`src/rtl/skip_pkg.sv`:
```
package skip_pkg;
    typedef enum logic [3:0] {
        SK_NONE   = 4'd0,
        SK_CMP3   = 4'd1,
        SK_SIGN3  = 4'd2,
        SK_NOOVF  = 4'd3,
        SK_NORM   = 4'd4,
        SK_INCB   = 4'd5,
        SK_INCM   = 4'd6,
        SK_SWOFF  = 4'd7,
        SK_IDXN   = 4'd8,
        SK_AZERO  = 4'd9,
        SK_ANEG   = 4'd10,
        SK_APOS   = 4'd11,
        SK_PTRB   = 4'd12
    } skip_op_e;

    localparam logic [1:0] ADV_ONE   = 2'd1;
    localparam logic [1:0] ADV_TWO   = 2'd2;
    localparam logic [1:0] ADV_THREE = 2'd3;
endpackage

```
`src/rtl/skip_incr_unit.sv`:
```
module skip_incr_unit #(
    parameter int W  = 16,
    parameter int NW = 4
) (
    input  logic [W-1:0]  b_val,
    input  logic [W-1:0]  m_val,
    input  logic [W-1:0]  x_val,
    input  logic [NW-1:0] step,
    output logic [W-1:0]  b_next,
    output logic [W-1:0]  m_next,
    output logic [W-1:0]  x_next
);
    assign b_next = b_val + W'(1);
    assign m_next = m_val + W'(1);

    generate
        if (NW >= W) begin : g_whole
            assign x_next = x_val + step[W-1:0];
        end else begin : g_nibble
            logic [NW-1:0] low_sum;
            assign low_sum = x_val[NW-1:0] + step;
            assign x_next  = {x_val[W-1:NW], low_sum};
        end
    endgenerate
endmodule

```
`src/rtl/skip_cond_unit.sv`:
```
module skip_cond_unit
    import skip_pkg::*;
#(
    parameter int W   = 16,
    parameter int SWN = 16,
    parameter int SWW = (SWN > 1) ? $clog2(SWN) : 1
) (
    input  skip_op_e       op,
    input  logic [W-1:0]   a_val,
    input  logic [W-1:0]   m_val,
    input  logic           ovf,
    input  logic [SWN-1:0] sw,
    input  logic [SWW-1:0] sw_idx,
    input  logic           ptr_b,
    input  logic           b_inc_neg,
    input  logic           m_inc_zero,
    input  logic           x_neg,
    output logic [1:0]     adv
);
    logic a_zero;
    logic a_neg;
    logic a_lt_m;
    logic a_eq_m;
    logic sw_on;

    assign a_zero = (a_val == '0);
    assign a_neg  = a_val[W-1];
    assign a_lt_m = $signed(a_val) < $signed(m_val);
    assign a_eq_m = (a_val == m_val);
    assign sw_on  = (int'(sw_idx) < SWN) ? sw[sw_idx] : 1'b0;

    always_comb begin
        adv = ADV_ONE;
        unique case (op)
            SK_CMP3:  adv = a_lt_m ? ADV_ONE : (a_eq_m ? ADV_TWO : ADV_THREE);
            SK_SIGN3: adv = a_neg ? ADV_ONE : (a_zero ? ADV_TWO : ADV_THREE);
            SK_NOOVF: adv = ovf ? ADV_ONE : ADV_TWO;
            SK_NORM:  adv = (a_val[W-2] != a_val[W-1]) ? ADV_TWO : ADV_ONE;
            SK_INCB:  adv = b_inc_neg ? ADV_ONE : ADV_TWO;
            SK_INCM:  adv = m_inc_zero ? ADV_TWO : ADV_ONE;
            SK_SWOFF: adv = sw_on ? ADV_ONE : ADV_TWO;
            SK_IDXN:  adv = x_neg ? ADV_ONE : ADV_TWO;
            SK_AZERO: adv = a_zero ? ADV_TWO : ADV_ONE;
            SK_ANEG:  adv = a_neg ? ADV_TWO : ADV_ONE;
            SK_APOS:  adv = a_neg ? ADV_ONE : ADV_TWO;
            SK_PTRB:  adv = ptr_b ? ADV_TWO : ADV_ONE;
            default:  adv = ADV_ONE;
        endcase
    end
endmodule

```
`src/rtl/skip_pc_advance.sv`:
```
module skip_pc_advance
    import skip_pkg::*;
#(
    parameter int W   = 16,
    parameter int NW  = 4,
    parameter int SWN = 16,
    parameter int SWW = (SWN > 1) ? $clog2(SWN) : 1
) (
    input  logic           clk,
    input  logic           rst_n,
    input  logic           op_valid,
    input  logic [3:0]     op_code,
    input  logic [W-1:0]   acc_a,
    input  logic [W-1:0]   acc_b,
    input  logic [W-1:0]   mem_rd,
    input  logic           ovf_latch,
    input  logic [SWN-1:0] panel_sw,
    input  logic [SWW-1:0] sw_sel,
    input  logic [W-1:0]   idx_in,
    input  logic           idx_ptr_b,
    input  logic [NW-1:0]  n_step,
    output logic           res_valid,
    output logic [1:0]     pc_adv,
    output logic           b_wr,
    output logic [W-1:0]   b_wdata,
    output logic           mem_wr,
    output logic [W-1:0]   mem_wdata,
    output logic           idx_wr,
    output logic [W-1:0]   idx_wdata,
    output logic           ovf_clear
);
    typedef struct packed {
        logic         valid;
        logic [1:0]   adv;
        logic         b_we;
        logic [W-1:0] b_val;
        logic         m_we;
        logic [W-1:0] m_val;
        logic         x_we;
        logic [W-1:0] x_val;
        logic         oclr;
    } result_t;

    skip_op_e     op_cur;
    logic [W-1:0] b_inc;
    logic [W-1:0] m_inc;
    logic [W-1:0] x_step;
    logic [1:0]   cond_adv;
    result_t      res_d;
    result_t      res_q;

    assign op_cur = op_valid ? skip_op_e'(op_code) : SK_NONE;

    skip_incr_unit #(.W(W), .NW(NW)) u_incr (
        .b_val  (acc_b),
        .m_val  (mem_rd),
        .x_val  (idx_in),
        .step   (n_step),
        .b_next (b_inc),
        .m_next (m_inc),
        .x_next (x_step)
    );

    skip_cond_unit #(.W(W), .SWN(SWN), .SWW(SWW)) u_cond (
        .op         (op_cur),
        .a_val      (acc_a),
        .m_val      (mem_rd),
        .ovf        (ovf_latch),
        .sw         (panel_sw),
        .sw_idx     (sw_sel),
        .ptr_b      (idx_ptr_b),
        .b_inc_neg  (b_inc[W-1]),
        .m_inc_zero (m_inc == '0),
        .x_neg      (x_step[W-1]),
        .adv        (cond_adv)
    );

    always_comb begin
        res_d       = '0;
        res_d.adv   = ADV_ONE;
        res_d.b_val = b_inc;
        res_d.m_val = m_inc;
        res_d.x_val = x_step;
        if (op_valid) begin
            res_d.valid = 1'b1;
            res_d.adv   = cond_adv;
            case (op_cur)
                SK_INCB:  res_d.b_we = 1'b1;
                SK_INCM:  res_d.m_we = 1'b1;
                SK_IDXN:  res_d.x_we = 1'b1;
                SK_NOOVF: res_d.oclr = ovf_latch;
                default:  ;
            endcase
        end
    end

    always_ff @(posedge clk or negedge rst_n) begin
        if (!rst_n) begin
            res_q     <= '0;
            res_q.adv <= ADV_ONE;
        end else begin
            res_q     <= res_d;
        end
    end

    assign res_valid = res_q.valid;
    assign pc_adv    = res_q.adv;
    assign b_wr      = res_q.b_we;
    assign b_wdata   = res_q.b_val;
    assign mem_wr    = res_q.m_we;
    assign mem_wdata = res_q.m_val;
    assign idx_wr    = res_q.x_we;
    assign idx_wdata = res_q.x_val;
    assign ovf_clear = res_q.oclr;
endmodule

```
`config.mk`:
```
export PLATFORM = sky130hd
export DESIGN_NAME = skip_pc_advance
export DESIGN_NICKNAME = d
export VERILOG_FILES = /design/src/rtl/skip_pkg.sv /design/src/rtl/skip_incr_unit.sv /design/src/rtl/skip_cond_unit.sv /design/src/rtl/skip_pc_advance.sv
export SDC_FILE = /design/constraint.sdc
export NUM_CORES = 1
export LEC_CHECK = 0
export BUFFER_PORTS_ARGS = -buffer_cell sky130_fd_sc_hd__buf_4
export CAP_MARGIN = 20
export CORE_ASPECT_RATIO = 1.2
export CORE_MARGIN = 2
export CORE_UTILIZATION = 38
export CTS_CLUSTER_DIAMETER = 50
export CTS_CLUSTER_SIZE = 14
export DETAILED_ROUTE_END_ITERATION = 10
export GPL_TIMING_DRIVEN = 0
export HOLD_SLACK_MARGIN = 0.05
export PLACE_DENSITY = 0.68
export REMOVE_ABC_BUFFERS = 1
export SYNTH_ARGS = -nofsm -noshare
export SYNTH_HDL_FRONTEND = slang
export SYNTH_HIERARCHICAL = 1
export SYNTH_SLANG_ARGS = --single-unit
```
`constraint.sdc`:
```
create_clock -name clk -period 1.1 [get_ports clk]
set_input_delay 0.22 -clock clk [delete_from_list [all_inputs] [get_ports clk]]
set_output_delay 0.22 -clock clk [all_outputs]
set_load 0.01 [all_outputs]
```
; ---- Word-level counts from Yosys, hierarchy flattened
; Index checks and enable logic that the tools add are counted.
[classes]
reduce_logical = 2
n_mul = 0
n_eq_ne = 14
bitwise_logic = 0
addsub = 3
magnitude_cmp = 2
mux = 26
shifts = 0
div = 0
[ops]
columns = operator, count
row1 = adder 16 x 1 -> 16 bit (second input constant), 2
row2 = zero test 16 bit, 2
row3 = 2-to-1 mux 2 bit, 12
row4 = case mux 2 bit (12 select lines), 1
row5 = equality test 4 bit (second input constant), 5
row6 = equality test 16 bit, 1
row7 = equality test 4 x 3 -> 1 bit (second input constant), 4
row8 = < comparator 16 bit, 1
row9 = 2-to-1 mux 1 bit, 10
row10 = equality test 4 x 2 -> 1 bit (second input constant), 2
row11 = 2-to-1 mux 4 bit, 2
row12 = < comparator 4 x 5 -> 1 bit (second input constant), 1
row13 = adder 4 bit, 1
row14 = binary-select mux 1 bit (select 4 bit), 1
row15 = equality test 4 x 1 -> 1 bit (second input constant), 1
row16 = != test 1 bit, 1
[word_totals]
out_inout_bits = 55
memories = 0
mem_bits_rw = 0
register_bits = 55
latch_bits = 0
rom_bits = 0

; ---- Longest topological paths before layout
[depth]
word_depth = 5
mapped_depth = 11
mapped_depth_nobuf = 11

; ---- By module
; The synthesis kept the hierarchy.
[by_module_without_submodules]
columns = module, n_inst, area_per_inst_um2, cells_each
row1 = skip_pc_advance, 1, 1505.2, 74
row2 = skip_cond_unit, 1, 903.4, 120
row3 = skip_incr_unit, 1, 795.8, 108

; ---- Worst setup path before layout
; No wires, ideal clock.
[synth_timing]
path_kind = input -> register
start = in mem_rd[0]
end = reg res_q, in the netlist pc_adv[1]
setup_time_ps = 120
required_time_ps = 980
setup_slack_ps = -991
path_buffers = 0
arrival_time_ps = 1971
cell_stages = 11
path_cell_list = ha_1 nand3_1 nor4_1 xor2_1 nor4_1 and4_1 mux2_2 a21oi_1 o22a_1 o311ai_1 and2_2
[synth_lines]
columns = element, line
row1 = from (decl), skip_pc_advance.sv:15  ; input logic [W-1:0] mem_rd,
row2 = to (signal assigned), skip_pc_advance.sv:102  ; res_q <= res_d;
row3 = to (decl), skip_pc_advance.sv:50  ; result_t res_q;

==> flow_metrics.py <==
metrics = {
    "outcome": {
        "status": "complete, but fails checks",
        "violations": "negative setup slack",
    },
    "setup_path": {
        "path_cells": "buf_6 -> nand3_4 -> buf_6 -> nor4_4 -> xor2_1 -> nor4_2 -> and4_1 -> mux2_4 -> o21ai_2 -> a31oi_1 -> o2111ai_1 -> or2b_1",
        "worstPathMaxFanout": 6,
        "path_delay_family": "simple AND/OR/NAND/NOR gates",
        "worst-path-buf-inv": 2,
        "cp-start-kind": "input pin",
        "critical_path_class": "in -> reg",
        "critical_path_required_ns": 1.33,
        "crit_top_cell": "buf_6",
        "critPathArrivalTime_ns": 2.30,
        "endpoint_kind": "flip-flop",
        "slowest_stage": "nor4_2",
        "max_stage_delay_ns": 0.32,
    },
    "grt": {
        "grt_max_degree": 56,
        "grt_pass1_wl_mm": 12.8,
        "grt_antenna_before_repair": 0,
        "grt_util_all_layers_pct": 17.3,
        "first_global_vias": 2831,
        "grt-ovfl-total": 0,
    },
    "floorplan": {
        "initial_utilization_pct": 39.3,
        "dieHeight_um": 105,
        "die-width_um": 87.8,
        "dieArea_um2": 9190,
        "core-area_um2": 8150,
        "ioPinCount": 152,
        "rows": 36,
    },
    "detailed_routing": {
        "wl_met3_um": 622,
        "routed_wl_mm": 8.47,
        "ant_nets": 0,
        "drc": 0,
        "drt_pass1_iterations": 4,
        "top_layer": "met4",
        "drt_iter0_drc": 48,
        "num_vias": 2886,
        "met2_wirelength_mm": 4.52,
        "vias_per_cell": 4.88,
        "wl_per_cell_um": 14.3,
        "m1WireLength_mm": 3.16,
    },
    "logic_synthesis": {
        "synth_top_cell_by_area": "dfrtp_1",
        "async_flop_share_pct": 100,
        "synth_top_area_share_pct": 42.2,
        "yosys_warnings": 6,
        "synth_seq_cells": 55,
        "synth_ff_type": "dfrtp_1",
        "ys_types": 51,
        "synth.area.top_cells": "dfrtp_1 42%, ha_1 8.6%, xor2_1 6.0%",
        "netlist_area_um2": 3200,
        "syn_inst": 302,
        "avgSynthCellArea_um2": 10.6,
        "synth_edf_count": 0,
        "ys_seq_area_share_pct": 43.0,
    },
    "finish": {
        "num_antenna_cells": 0,
        "nets": 598,
        "regArea_um2": 1380,
        "drive_gt1_share_pct": 44.8,
        "multi_input_area_um2": 1760,
        "stdcell_area_um2": 5030,
        "layout_common_cells": "157 x buf_4, 54 x dfrtp_1, 35 x inv_1",
        "fillers": 650,
        "syn2layout_area_growth_pct": 56.9,
        "final_common_cell": "buf_4",
        "finalNonFillerCells": 592,
    },
    "sta": {
        "worst_pin_slew_ns": 0.654,
        "drv_slew": 0,
        "final.period_utilization_pct": 188,
        "fin_ws_ns": -0.966,
        "report.final.setup_viol": 3,
        "max_freq_mhz": 484,
        "max_slew_margin_pct": 56.4,
        "whs_ns": 0.0798,
        "post-route-min-period_ns": 2.07,
        "finalHoldViolCount": 0,
        "rsz0062_at_grt": "yes",
    },
    "clocking": {
        "cts_tree": "yes",
        "cts_buffers": 5,
        "clock-root-buffer": "clkbuf_8",
        "cts.clk_slew.worst_paths_ns": 0.08,
        "htreeDepth": 2,
        "cts_sinks": 55,
        "clockBufferDepth": 2,
    },
    "power_and_ir_drop": {
        "p_leak_nw": 2.48,
        "ir_worst_vdd_mv": 0.448,
        "p_total_mw": 4.74,
        "power_density_nw_per_um2": 943,
    },
    "placement": {
        "gp_congestion": 0.821,
        "portBuffers": 151,
        "placed_cell_area_um2": 4350,
        "dp.cells": 551,
        "dp_hpwl_mm": 6.22,
    },
    "job": {
        "cap_violations": 0,
    },
    "hold_path": {
        "hold_class": "in -> reg",
    },
}
==> synth_stat cells (3+ instances only) <==
master / n
nor2_1: 13
a21oi_1: 8
and2_2: 3
nand2b_1: 6
ha_1: 22
nand4_1: 9
nand3_1: 15
o21ai_0: 5
inv_1: 35
dfrtp_1: 54
nor3_1: 11
mux4_1: 4
xor2_1: 22
xnor2_1: 10
buf_4: 12
nand2_1: 14
nor4_1: 11
o22ai_1: 4
nor4_2: 6
==> cell families after synthesis <==
family	count (synthesis)	synth area share (%)
flip-flops	55	43.0
AO/OA/AOI/OAI	30	6.05
buffers and inverters	51	8.16
multiplexers	6	4.33
XOR/XNOR	32	8.75
adder cells (fa/ha/maj)	23	9.22
AND/OR/NAND/NOR	105	20.5
==> final timing paths <==
path,to,cells past startpoint,startpoint,slack [ns]
setup / recovery,pc_adv[0],12,mem_rd[5],-0.97
hold / removal,res_valid,1,op_valid,0.08
max in group asynchronous,mem_wdata[0],2,rst_n,0.17
min in group asynchronous,b_wdata[10],2,rst_n,0.49
==> timing repair <==
item                                    in CTS  in global routing
endpoints found under the hold margin       66                  0
gates resized for setup                     23                 34
hold buffers                                13                  0
buffers inserted                             3                 18
endpoints found under the setup margin       3                  4
pin swaps                                   10                 20
==> power breakdown <==
part / internal, mW / total [mW] / switching [mW]
registers: 2.15 / 2.19 / 0.0355
clock network: 0.667 / 1.23 / 0.563
logic: 0.717 / 1.33 / 0.608
total: 3.54 / 4.74 / 1.21
==> metrics by stage <==
step / worst slack [ns] / utilization (%) / setup TNS [ns]
2_1_floorplan: -0.991 / - / -1.97
6_report: -0.966 / 61.7 / -1.97
4_1_cts: -0.944 / 58.0 / -1.95
3_3_place_gp: -1.56 / 53.4 / -5.12
3_5_place_dp: -1.59 / 53.4 / -5.39
5_1_grt: -1.07 / 61.7 / -2.20
==> routing by layer <==
| layer | global-route usage, % | vias up |
|---|---|---|
| li1 | - | 1403 |
| met5 | 0 | - |
| met1 | 20.1 | 1342 |
| met3 | 2.92 | 17 |
| met2 | 31.7 | 124 |
| met4 | 5.05 | 0 |
==> sequential cells by signal, summed over array words and instances, names as in the netlist <==
signal     cells
ovf_clear      1
b_wdata       16
idx_wdata     16
b_wr           1
pc_adv         2
mem_wr         1
idx_wr         1
mem_wdata     16
res_valid      1
==> cell type report <==
cell class | count | share of cell area, %
multi-input cells | 196 | 35.0
inverters | 35 | 2.61
repair buffers | 185 | 30.1
flip-flops and latches | 55 | 27.4
clock buffers | 6 | 1.44
clock inverters | 1 | 0.597
well taps | 114 | 2.84
No activity file was read; power rests on OpenSTA's default activity.
